**src/rtl/dring_pkg.sv**
```systemverilog
package dring_pkg;

  localparam int unsigned DESC_W = 128;
  localparam int unsigned LEN_W  = 12;
  localparam int unsigned DLM_W  = 4;
  localparam int unsigned FLG_W  = 12;

  // flag bit positions inside the descriptor flags field
  localparam int unsigned FLG_ISO    = 0;
  localparam int unsigned FLG_DONE   = 1;
  localparam int unsigned FLG_POSTED = 2;
  localparam int unsigned FLG_IRQ    = 3;

  localparam logic [LEN_W-1:0] FRAME_CAP = 12'h100;

  // first member sits in the top bits
  typedef struct packed {
    logic [31:0]      stamp;
    logic [FLG_W-1:0] flags;
    logic [DLM_W-1:0] sof;
    logic [DLM_W-1:0] eof;
    logic [LEN_W-1:0] len;
    logic [63:0]      buf_addr;
  } desc_t;

  typedef enum logic [2:0] {
    ST_IDLE,
    ST_FETCH,
    ST_WAIT,
    ST_MOVE,
    ST_STORE
  } eng_st_t;

  // receive limit: zero behaves as one, large values saturate
  function automatic logic [LEN_W-1:0] eff_limit(input logic [LEN_W-1:0] cfg);
    if (cfg == '0)
      return LEN_W'(1);
    else if (cfg > FRAME_CAP)
      return FRAME_CAP;
    else
      return cfg;
  endfunction

  // descriptor image written back after a slot is handled
  function automatic desc_t writeback(input desc_t d, input logic rx, input logic ok,
                                      input logic [LEN_W-1:0] n,
                                      input logic [DLM_W-1:0] s,
                                      input logic [DLM_W-1:0] e);
    desc_t w;
    w = d;
    if (rx && ok) begin
      w.len = n;
      w.sof = s;
      w.eof = e;
    end
    w.flags[FLG_DONE] = 1'b1;
    w.stamp = '0;
    return w;
  endfunction

endpackage

```
**src/rtl/dring_tail.sv**
```systemverilog
module dring_tail #(
  parameter int unsigned IDX_W = 8
) (
  input  logic             clk,
  input  logic             rst_n,
  input  logic             enable,
  input  logic             advance,
  input  logic [IDX_W-1:0] count,
  input  logic [IDX_W-1:0] head,
  output logic [IDX_W-1:0] tail,
  output logic             empty
);

  function automatic logic [IDX_W-1:0] step(input logic [IDX_W-1:0] t,
                                            input logic [IDX_W-1:0] c);
    return (t == c - 1'b1) ? '0 : t + 1'b1;
  endfunction

  always_ff @(posedge clk or negedge rst_n) begin
    if (!rst_n)
      tail <= '0;
    else if (!enable)
      tail <= '0;
    else if (advance)
      tail <= step(tail, count);
  end

  assign empty = (tail == head);

endmodule

```
**src/rtl/dring_mover.sv**
```systemverilog
module dring_mover
  import dring_pkg::*;
(
  input  logic             clk,
  input  logic             rst_n,
  input  logic             abort,
  input  logic             start,
  input  logic             is_rx,
  input  logic             raw,
  input  logic [LEN_W-1:0] tx_len,
  input  logic [DLM_W-1:0] tx_sof_i,
  input  logic [DLM_W-1:0] tx_eof_i,
  input  logic [LEN_W-1:0] limit,
  output logic             tx_valid,
  input  logic             tx_ready,
  output logic             tx_last,
  output logic [DLM_W-1:0] tx_sof,
  output logic [DLM_W-1:0] tx_eof,
  input  logic             rx_valid,
  output logic             rx_ready,
  input  logic             rx_last,
  input  logic [DLM_W-1:0] rx_sof,
  input  logic [DLM_W-1:0] rx_eof,
  output logic             done,
  output logic [LEN_W-1:0] got_len,
  output logic [DLM_W-1:0] got_sof,
  output logic [DLM_W-1:0] got_eof
);

  logic             busy;
  logic             mode_rx;
  logic             raw_q;
  logic [LEN_W-1:0] cnt;
  logic [LEN_W-1:0] goal;
  logic [DLM_W-1:0] sof_q;
  logic [DLM_W-1:0] eof_q;

  logic [LEN_W-1:0] cnt_nx;
  logic             beat;
  logic             last_beat;

  assign cnt_nx    = cnt + 1'b1;
  assign tx_valid  = busy && !mode_rx;
  assign rx_ready  = busy && mode_rx;
  assign beat      = mode_rx ? (rx_valid && rx_ready) : (tx_valid && tx_ready);
  assign last_beat = (cnt_nx == goal) || (mode_rx && rx_last);
  assign tx_last   = tx_valid && (cnt_nx == goal);

  always_ff @(posedge clk or negedge rst_n) begin
    if (!rst_n) begin
      busy    <= 1'b0;
      mode_rx <= 1'b0;
      raw_q   <= 1'b0;
      cnt     <= '0;
      goal    <= '0;
      sof_q   <= '0;
      eof_q   <= '0;
      done    <= 1'b0;
    end else begin
      done <= 1'b0;
      if (abort) begin
        busy <= 1'b0;
      end else if (start) begin
        mode_rx <= is_rx;
        raw_q   <= raw;
        cnt     <= '0;
        goal    <= is_rx ? limit : tx_len;
        sof_q   <= raw ? '0 : tx_sof_i;
        eof_q   <= raw ? '0 : tx_eof_i;
        if (!is_rx && tx_len == '0) begin
          busy <= 1'b0;
          done <= 1'b1;
        end else begin
          busy <= 1'b1;
        end
      end else if (busy && beat) begin
        cnt <= cnt_nx;
        if (mode_rx) begin
          sof_q <= raw_q ? '0 : rx_sof;
          eof_q <= raw_q ? '0 : rx_eof;
        end
        if (last_beat) begin
          busy <= 1'b0;
          done <= 1'b1;
        end
      end
    end
  end

  assign tx_sof  = sof_q;
  assign tx_eof  = eof_q;
  assign got_len = cnt;
  assign got_sof = sof_q;
  assign got_eof = eof_q;

endmodule

```
**src/rtl/dring_engine.sv**
```systemverilog
module dring_engine
  import dring_pkg::*;
#(
  parameter int unsigned ADDR_W = 64,
  parameter int unsigned IDX_W  = 8
) (
  input  logic              clk,
  input  logic              rst_n,
  input  logic              cfg_enable,
  input  logic              cfg_rx,
  input  logic              cfg_raw,
  input  logic [ADDR_W-1:0] cfg_base,
  input  logic [IDX_W-1:0]  cfg_count,
  input  logic [IDX_W-1:0]  cfg_head,
  input  logic [LEN_W-1:0]  cfg_max_frame,
  output logic [IDX_W-1:0]  ring_tail,
  output logic              mem_req,
  output logic              mem_we,
  output logic [ADDR_W-1:0] mem_addr,
  output logic [DESC_W-1:0] mem_wdata,
  input  logic              mem_gnt,
  input  logic              mem_rvalid,
  input  logic [DESC_W-1:0] mem_rdata,
  output logic              tx_valid,
  input  logic              tx_ready,
  output logic              tx_last,
  output logic [DLM_W-1:0]  tx_sof,
  output logic [DLM_W-1:0]  tx_eof,
  input  logic              rx_valid,
  output logic              rx_ready,
  input  logic              rx_last,
  input  logic [DLM_W-1:0]  rx_sof,
  input  logic [DLM_W-1:0]  rx_eof,
  output logic              cpl_valid,
  output logic [IDX_W-1:0]  cpl_index,
  output logic              cpl_irq,
  output logic              cpl_err
);

  localparam int unsigned SLOT_SHIFT = $clog2(DESC_W / 8);

  function automatic logic [ADDR_W-1:0] slot_addr(input logic [ADDR_W-1:0] base,
                                                  input logic [IDX_W-1:0]  idx);
    logic [ADDR_W-1:0] off;
    off = ADDR_W'(idx) << SLOT_SHIFT;
    return base + off;
  endfunction

  eng_st_t st, st_nx;
  desc_t   desc_q;
  logic    posted_q;

  // named events for the checker
  logic    rd_fire;
  logic    rsp_take;
  logic    rsp_unposted;
  logic    wr_fire;
  logic    mover_start;
  logic    mover_done;
  logic    ring_empty;
  desc_t   rsp_desc;

  logic [LEN_W-1:0] got_len;
  logic [DLM_W-1:0] got_sof;
  logic [DLM_W-1:0] got_eof;

  assign rsp_desc     = desc_t'(mem_rdata);
  assign rd_fire      = (st == ST_FETCH) && mem_gnt && cfg_enable;
  assign rsp_take     = (st == ST_WAIT) && mem_rvalid && cfg_enable;
  assign rsp_unposted = rsp_take && !rsp_desc.flags[FLG_POSTED];
  assign mover_start  = rsp_take && rsp_desc.flags[FLG_POSTED];
  assign wr_fire      = (st == ST_STORE) && mem_gnt && cfg_enable;

  dring_tail #(.IDX_W(IDX_W)) u_tail (
    .clk     (clk),
    .rst_n   (rst_n),
    .enable  (cfg_enable),
    .advance (wr_fire),
    .count   (cfg_count),
    .head    (cfg_head),
    .tail    (ring_tail),
    .empty   (ring_empty)
  );

  dring_mover u_mover (
    .clk      (clk),
    .rst_n    (rst_n),
    .abort    (!cfg_enable),
    .start    (mover_start),
    .is_rx    (cfg_rx),
    .raw      (cfg_raw),
    .tx_len   (rsp_desc.len),
    .tx_sof_i (rsp_desc.sof),
    .tx_eof_i (rsp_desc.eof),
    .limit    (eff_limit(cfg_max_frame)),
    .tx_valid (tx_valid),
    .tx_ready (tx_ready),
    .tx_last  (tx_last),
    .tx_sof   (tx_sof),
    .tx_eof   (tx_eof),
    .rx_valid (rx_valid),
    .rx_ready (rx_ready),
    .rx_last  (rx_last),
    .rx_sof   (rx_sof),
    .rx_eof   (rx_eof),
    .done     (mover_done),
    .got_len  (got_len),
    .got_sof  (got_sof),
    .got_eof  (got_eof)
  );

  always_comb begin
    st_nx = st;
    unique case (st)
      ST_IDLE:  if (!ring_empty) st_nx = ST_FETCH;
      ST_FETCH: if (mem_gnt) st_nx = ST_WAIT;
      ST_WAIT:  if (mem_rvalid) st_nx = rsp_desc.flags[FLG_POSTED] ? ST_MOVE : ST_STORE;
      ST_MOVE:  if (mover_done) st_nx = ST_STORE;
      ST_STORE: if (mem_gnt) st_nx = ST_IDLE;
      default:  st_nx = ST_IDLE;
    endcase
    if (!cfg_enable) st_nx = ST_IDLE;
  end

  always_ff @(posedge clk or negedge rst_n) begin
    if (!rst_n) begin
      st       <= ST_IDLE;
      desc_q   <= '0;
      posted_q <= 1'b0;
    end else begin
      st <= st_nx;
      if (rsp_take) begin
        desc_q   <= rsp_desc;
        posted_q <= rsp_desc.flags[FLG_POSTED];
      end
    end
  end

  always_ff @(posedge clk or negedge rst_n) begin
    if (!rst_n) begin
      cpl_valid <= 1'b0;
      cpl_index <= '0;
      cpl_irq   <= 1'b0;
      cpl_err   <= 1'b0;
    end else begin
      cpl_valid <= wr_fire;
      if (wr_fire) begin
        cpl_index <= ring_tail;
        cpl_irq   <= desc_q.flags[FLG_IRQ];
        cpl_err   <= !posted_q;
      end
    end
  end

  assign mem_req   = cfg_enable && ((st == ST_FETCH) || (st == ST_STORE));
  assign mem_we    = (st == ST_STORE);
  assign mem_addr  = slot_addr(cfg_base, ring_tail);
  assign mem_wdata = writeback(desc_q, cfg_rx, posted_q, got_len, got_sof, got_eof);

endmodule

```
**config.mk**
```make
export PLATFORM = sky130hd
export DESIGN_NAME = dring_engine
export DESIGN_NICKNAME = d
export VERILOG_FILES = /design/src/rtl/dring_pkg.sv /design/src/rtl/dring_tail.sv /design/src/rtl/dring_mover.sv /design/src/rtl/dring_engine.sv
export SDC_FILE = /design/constraint.sdc
export NUM_CORES = 1
export LEC_CHECK = 0
export BUFFER_PORTS_ARGS = -buffer_cell sky130_fd_sc_hd__buf_2
export CAP_MARGIN = 10
export CORE_AREA = 3 3 177 179
export CTS_CLUSTER_SIZE = 30
export DETAILED_ROUTE_END_ITERATION = 6
export DIE_AREA = 0 0 180 182
export PLACE_DENSITY = 0.58
export SLEW_MARGIN = 15
export SYNTH_ARGS = -nofsm -noshare
export SYNTH_HDL_FRONTEND = slang
export SYNTH_SLANG_ARGS = --single-unit
```
**constraint.sdc**
```tcl
create_clock -name clk -period 2.5 [get_ports clk]
set_input_delay 0.25 -clock clk [delete_from_list [all_inputs] [get_ports clk]]
set_output_delay 0.25 -clock clk [all_outputs]
set_load 0.01 [all_outputs]
```
==> Yosys cells after proc, flatten, opt, wreduce, memory -nomap -nowiden <==
Cells that the tools add are included.
W data, S select, Z words.
{ "op_classes": {"n_bitwise": 0, "magnitude_cmp": 1, "addsub": 4, "eq_ne": 15, "div": 0, "shifts": 0, "reduce_logical": 30, "mux": 38, "multipliers": 0} }
{ "ops": {"columns": ["op", "n"], "rows": [
  ["$add A64 B12 Y64", 1],
  ["$mux W12", 5],
  ["$mux W4", 10],
  ["$logic_not A12 Y1", 2],
  ["$mux W8", 3],
  ["$mux W3", 7],
  ["$mux W20", 1],
  ["$eq A8 B8 Y1", 2],
  ["$logic_and A1 B1 Y1", 15],
  ["$pmux W3 S5", 1],
  ["$add A12 B1 Y12 const B", 1],
  ["$eq A12 B12 Y1", 1],
  ["$gt A12 B9 Y1 const B", 1],
  ["$mux W1", 11],
  ["$ne A3 B3 Y1 const B", 3],
  ["$add A8 B1 Y8 const B", 1],
  ["$sub A8 B1 Y8 const B", 1],
  ["$eq A3 B2 Y1 const B", 2],
  ["$ne A3 B1 Y1 const B", 2],
  ["$ne A3 B2 Y1 const B", 2],
  ["$reduce_and A2 Y1", 3],
  ["$reduce_and A5 Y1", 1],
  ["$reduce_bool A2 Y1", 2],
  ["$eq A3 B1 Y1 const B", 1],
  ["6 further kinds", 9]
]} }
{ "totals": {"output_inout_bits": 224, "ram_bits": 0, "latch_bits": 0, "mem_bits_ro": 0, "mem_count": 0, "in_bits": 238, "register_bits": 155} }

==> Longest topological paths before layout <==
{ "logic_depth": {"depth_word": 8, "ltp_mapped": 10, "depth_no_buf": 9} }

==> Hierarchy <==
From an unflattened synthesis, not the netlist that was laid out.
{ "unflattened": {"hier_cells": 961, "area_unflattened_um2": 9838.2} }
{ "by_module_without_submodules": {"columns": ["module", "area_each_um2", "cells_per_inst", "n_inst"], "rows": [
  ["dring_engine", 6760.2, 629, 1],
  ["dring_mover", 2243.4, 243, 1],
  ["dring_tail", 834.6, 89, 1]
]} }

==> Least setup slack after synthesis <==
Ideal clock, no wire load.
{ "synth_path": {"path_kind": "reg2out", "from": "register u_tail.tail[0]", "to": "output port mem_addr[26]", "arrival_time_ps": 2450, "path_stages_with_launch": 11, "path_slack_ps": -200, "t_required_ps": 2250, "path_cell_list": "dfrtp_1 > ha_1 > inv_1 > fa_1 > nor2b_1 > o21ai_0 > a21oi_1 > o31ai_1 > clkbuf_1 > nor3_1 > xnor2_1"} }
{ "synth_between": {"elab_chain_len": 1} }
{ "synth_rtl": {"columns": ["item", "line", "rtl"], "rows": [
  ["start, declared", "dring_tail.sv:10", "output logic [IDX_W-1:0] tail,"],
  ["start signal, assigned", "dring_tail.sv:25", "tail <= step(tail, count);"],
  ["$add A64 B12 Y64", "dring_engine.sv:46", "return base + off;"],
  ["end, declared", "dring_engine.sv:19", "output logic [ADDR_W-1:0] mem_addr,"]
]} }
No other way between the ends.

==> Final worst setup path <==
{ "layout_path": {"from": "register u_tail.tail[0]", "to": "output port mem_addr[34]"} }
The elaborated chain is that of the path after synthesis.

==> run metrics <==
fin. max-slew vios=0; Final setup viols=53; Starting Density=32.1%; Setup CP Type=register to output pin; crit end category=output pin; switching share of power=34.7%; Worst Tran Pin Value=0.876 ns; status=finished, violations left; n_diodes=0; Synth area leader=dfrtp_1; final design utilization=44.4%; Worst Path Max Fanout=11; CP Data Required Time=2.25 ns; Post-Synthesis Cells=962; grt total ovfl=0; WP data arrival=2.66 ns; clock group share of total power=25.2%; Worst R2R Setup Slack=0.21 ns; sequential power share=37.9%; DR iter-0 viols=379; All-Layer GR Usage=18.3%; # fillers=2849; CTS Buf Count=17; CTS tree=built; Synth area leaders=dfrtp_1, mux2_2, buf_4, xnor2_1, xor2_1; DR WL/cell=17.8 um; maxcap violations=0; residual DRC count=0; Reg-to-Reg Start=u_tail.tail[6]; EDFF count, synth=0; Min-Delay Path Depth=2; number of port buffers=387; CTS H-Tree Depth=4; CTS Buffer Depth=2; Reg clk slew, reported paths=0.07 ns; Area growth syn-to-layout=38.3%; die area=0.0328 mm2; Via Count=8373; antenna violations before repair=3; Async SR Flop Fraction=100%; worst skew pair latency=0.42 ns; max_slew headroom=41.3%; Post-Syn Area=0.00954 mm2; Setup Skew=0.0124 ns; Syn Area/Cell=9.92 um2; Leak=6.79 nW; Placed Cells=1682; Cell Rows=63; vias in the first global route=8587; Die W=180 um; Post-DP HPWL=24100 um; CTS Root Cell=clkbuf_16; Hold WS=0.0538 ns; first-pass GRT wire length=47700 um; hold_sp=mem_rdata[54]; Final Hold Violating Endpoints=0; Int Power=0.00676 W; crit path time final=2.91 ns; HP Class=input port to register; Pre-antenna DRT Iters=5; I/O pin cnt=462; failing checks=setup timing; Max VDD drop=0.569 mV; layout cells sized above 1=53.9%; Routed Antenna Nets=0; Power Density=784 mW/mm2; Vias/cell=4.81; post-synthesis sequential area ratio=40.1%; fmax=343 MHz; Hold EP=mem_wdata[54]; Die Ht=182 um; Yosys reg bits=153; CP Launch Type=register; Commonest cells post-synth=dfrtp_1, mux2_2, buf_4; logic gate share of total power=37.0%; final wirelength=30900 um; Ys Warns=0; total power=0.0103 W; clock sink count=153; library cells used by synthesis=56; pin count of the biggest net entering global routing=79; top_reg_cell synth=dfrtp_1; final setup margin=-0.413 ns; Synth top area share=40.1%; crit share post-route=117%; fin nets=1588; P_sw=0.00358 W; reg-to-reg endpoint=u_tail.tail[0]; Reg2Reg Depth=7; most common cell in the synthesized netlist=dfrtp_1; unrepaired setup endpoints after global routing=true; Non-Filler Instances=1740; gpl congestion=0.970; Core Footprint=0.0297 mm2
==> sequential cells by signal (all words and copies together), names as in the netlist <==
register and cells:
u_mover.busy 1, u_mover.mode_rx 1, u_mover.done 1, st 3
cpl_index 8, u_mover.raw_q 1, desc_q 20, u_mover.got_sof 4
u_tail.tail 8, u_mover.goal 12, cpl_valid 1, mem_wdata 75
u_mover.got_len 12, u_mover.got_eof 4, cpl_irq 1, cpl_err 1
==> cell usage in the layout, fill, tap and decap left out, drive strengths merged, types with 10 or more instances in the layout <==
| cell type | instances |
|---|---|
| nand3 | 38 |
| nand2 | 71 |
| ha | 12 |
| nor3 | 32 |
| buf | 482 |
| a21oi | 21 |
| nor2 | 47 |
| clkbuf | 17 |
| mux2 | 115 |
| clkinv | 11 |
| inv | 27 |
| nand4 | 22 |
| nor4 | 15 |
| and3 | 19 |
| conb | 33 |
| nand2b | 11 |
| nor3b | 10 |
| xor2 | 38 |
| xnor2 | 60 |
| dfrtp | 153 |
| o21ai | 31 |
==> stage by stage <==
step	instance area (um2)	setup TNS (ns)	worst slack [ns]
after floorplan	9680	-0.0369	-0.0185
after global placement	11700	-2.74	-0.155
after detailed placement	11700	-2.97	-0.184
after CTS	12800	-16.70	-0.500
after global routing	13200	-21.09	-0.511
final	13200	-14.01	-0.413
==> layer usage <==
metal  track usage [%]  part of all wire [%]
met1              19.8                    37
met2              34.8                    54
met3              4.21                   6.7
met4              6.13                   2.8
met5                 0                     0
==> power by group through the flow <==
stage	Clock (W)	Combinational [W]	Sequential [W]
after detailed placement	0	0.00377	0.00396
final	0.00260	0.00382	0.00392
after CTS	0.00267	0.00386	0.00392
after global routing	0.00278	0.00417	0.00405
after floorplan	0	0.00301	0.00386
after global placement	0	0.00372	0.00391
==> worst max-delay path, stage by stage, from the launching register on <==
cell and delay (ns):
dfrtp_2 0.38, ha_4 0.13, inv_2 0.04, fa_2 0.35, nor2b_2 0.13, o21ai_2 0.07
a21oi_2 0.17, buf_4 0.14, o31a_1 0.16, buf_12 0.15, nand4_1 0.14, xnor2_2 0.23
buf_2 0.16
==> what timing repair did <==
item                       4_1_cts  5_1_grt
hold endpoints to repair        74        0
setup endpoints to repair       56       56
cloned                           3        0
gates resized for setup         69       63
hold buffers                     1        0
buffers inserted                10       17
pin swaps                       45       50
==> worst max path at each step <==
stage	from	to	slack, ns
after detailed placement	u_tail.tail[0]	mem_addr[26]	-0.18
after global routing	u_tail.tail[0]	mem_addr[34]	-0.51
after CTS	u_tail.tail[0]	mem_addr[34]	-0.50
after global placement	u_tail.tail[0]	mem_addr[34]	-0.15
after floorplan	u_tail.tail[0]	mem_addr[38]	-0.02
final	u_tail.tail[0]	mem_addr[34]	-0.41
==> final cells by class <==
| class | count | area [um2] | share of cell area, % |
|---|---|---|---|
| multi-input cells | 659 | 5330 | 40.4 |
| flip-flops and latches | 153 | 3830 | 29.1 |
| repair buffers | 483 | 2850 | 21.6 |
| well taps | 390 | 488 | 3.70 |
| clock buffers | 17 | 425 | 3.22 |
| clock inverters | 15 | 185 | 1.40 |
| inverters | 23 | 86.3 | 0.654 |
==> kinds of logic (layout without fill, tap and decap cells) <==
family | count (synthesis) | after routing | synth area share, %
fa+ha+maj | 13 | 13 | 1.78
simple gates | 293 | 293 | 16.4
compound gates | 103 | 103 | 7.01
flops | 153 | 153 | 40.1
mux | 119 | 119 | 14.0
other cells | 2 | 33 | 0.0787
xor+xnor | 98 | 98 | 8.99
buf+inv | 181 | 538 | 11.6
Power figures use the tool's default switching activity.
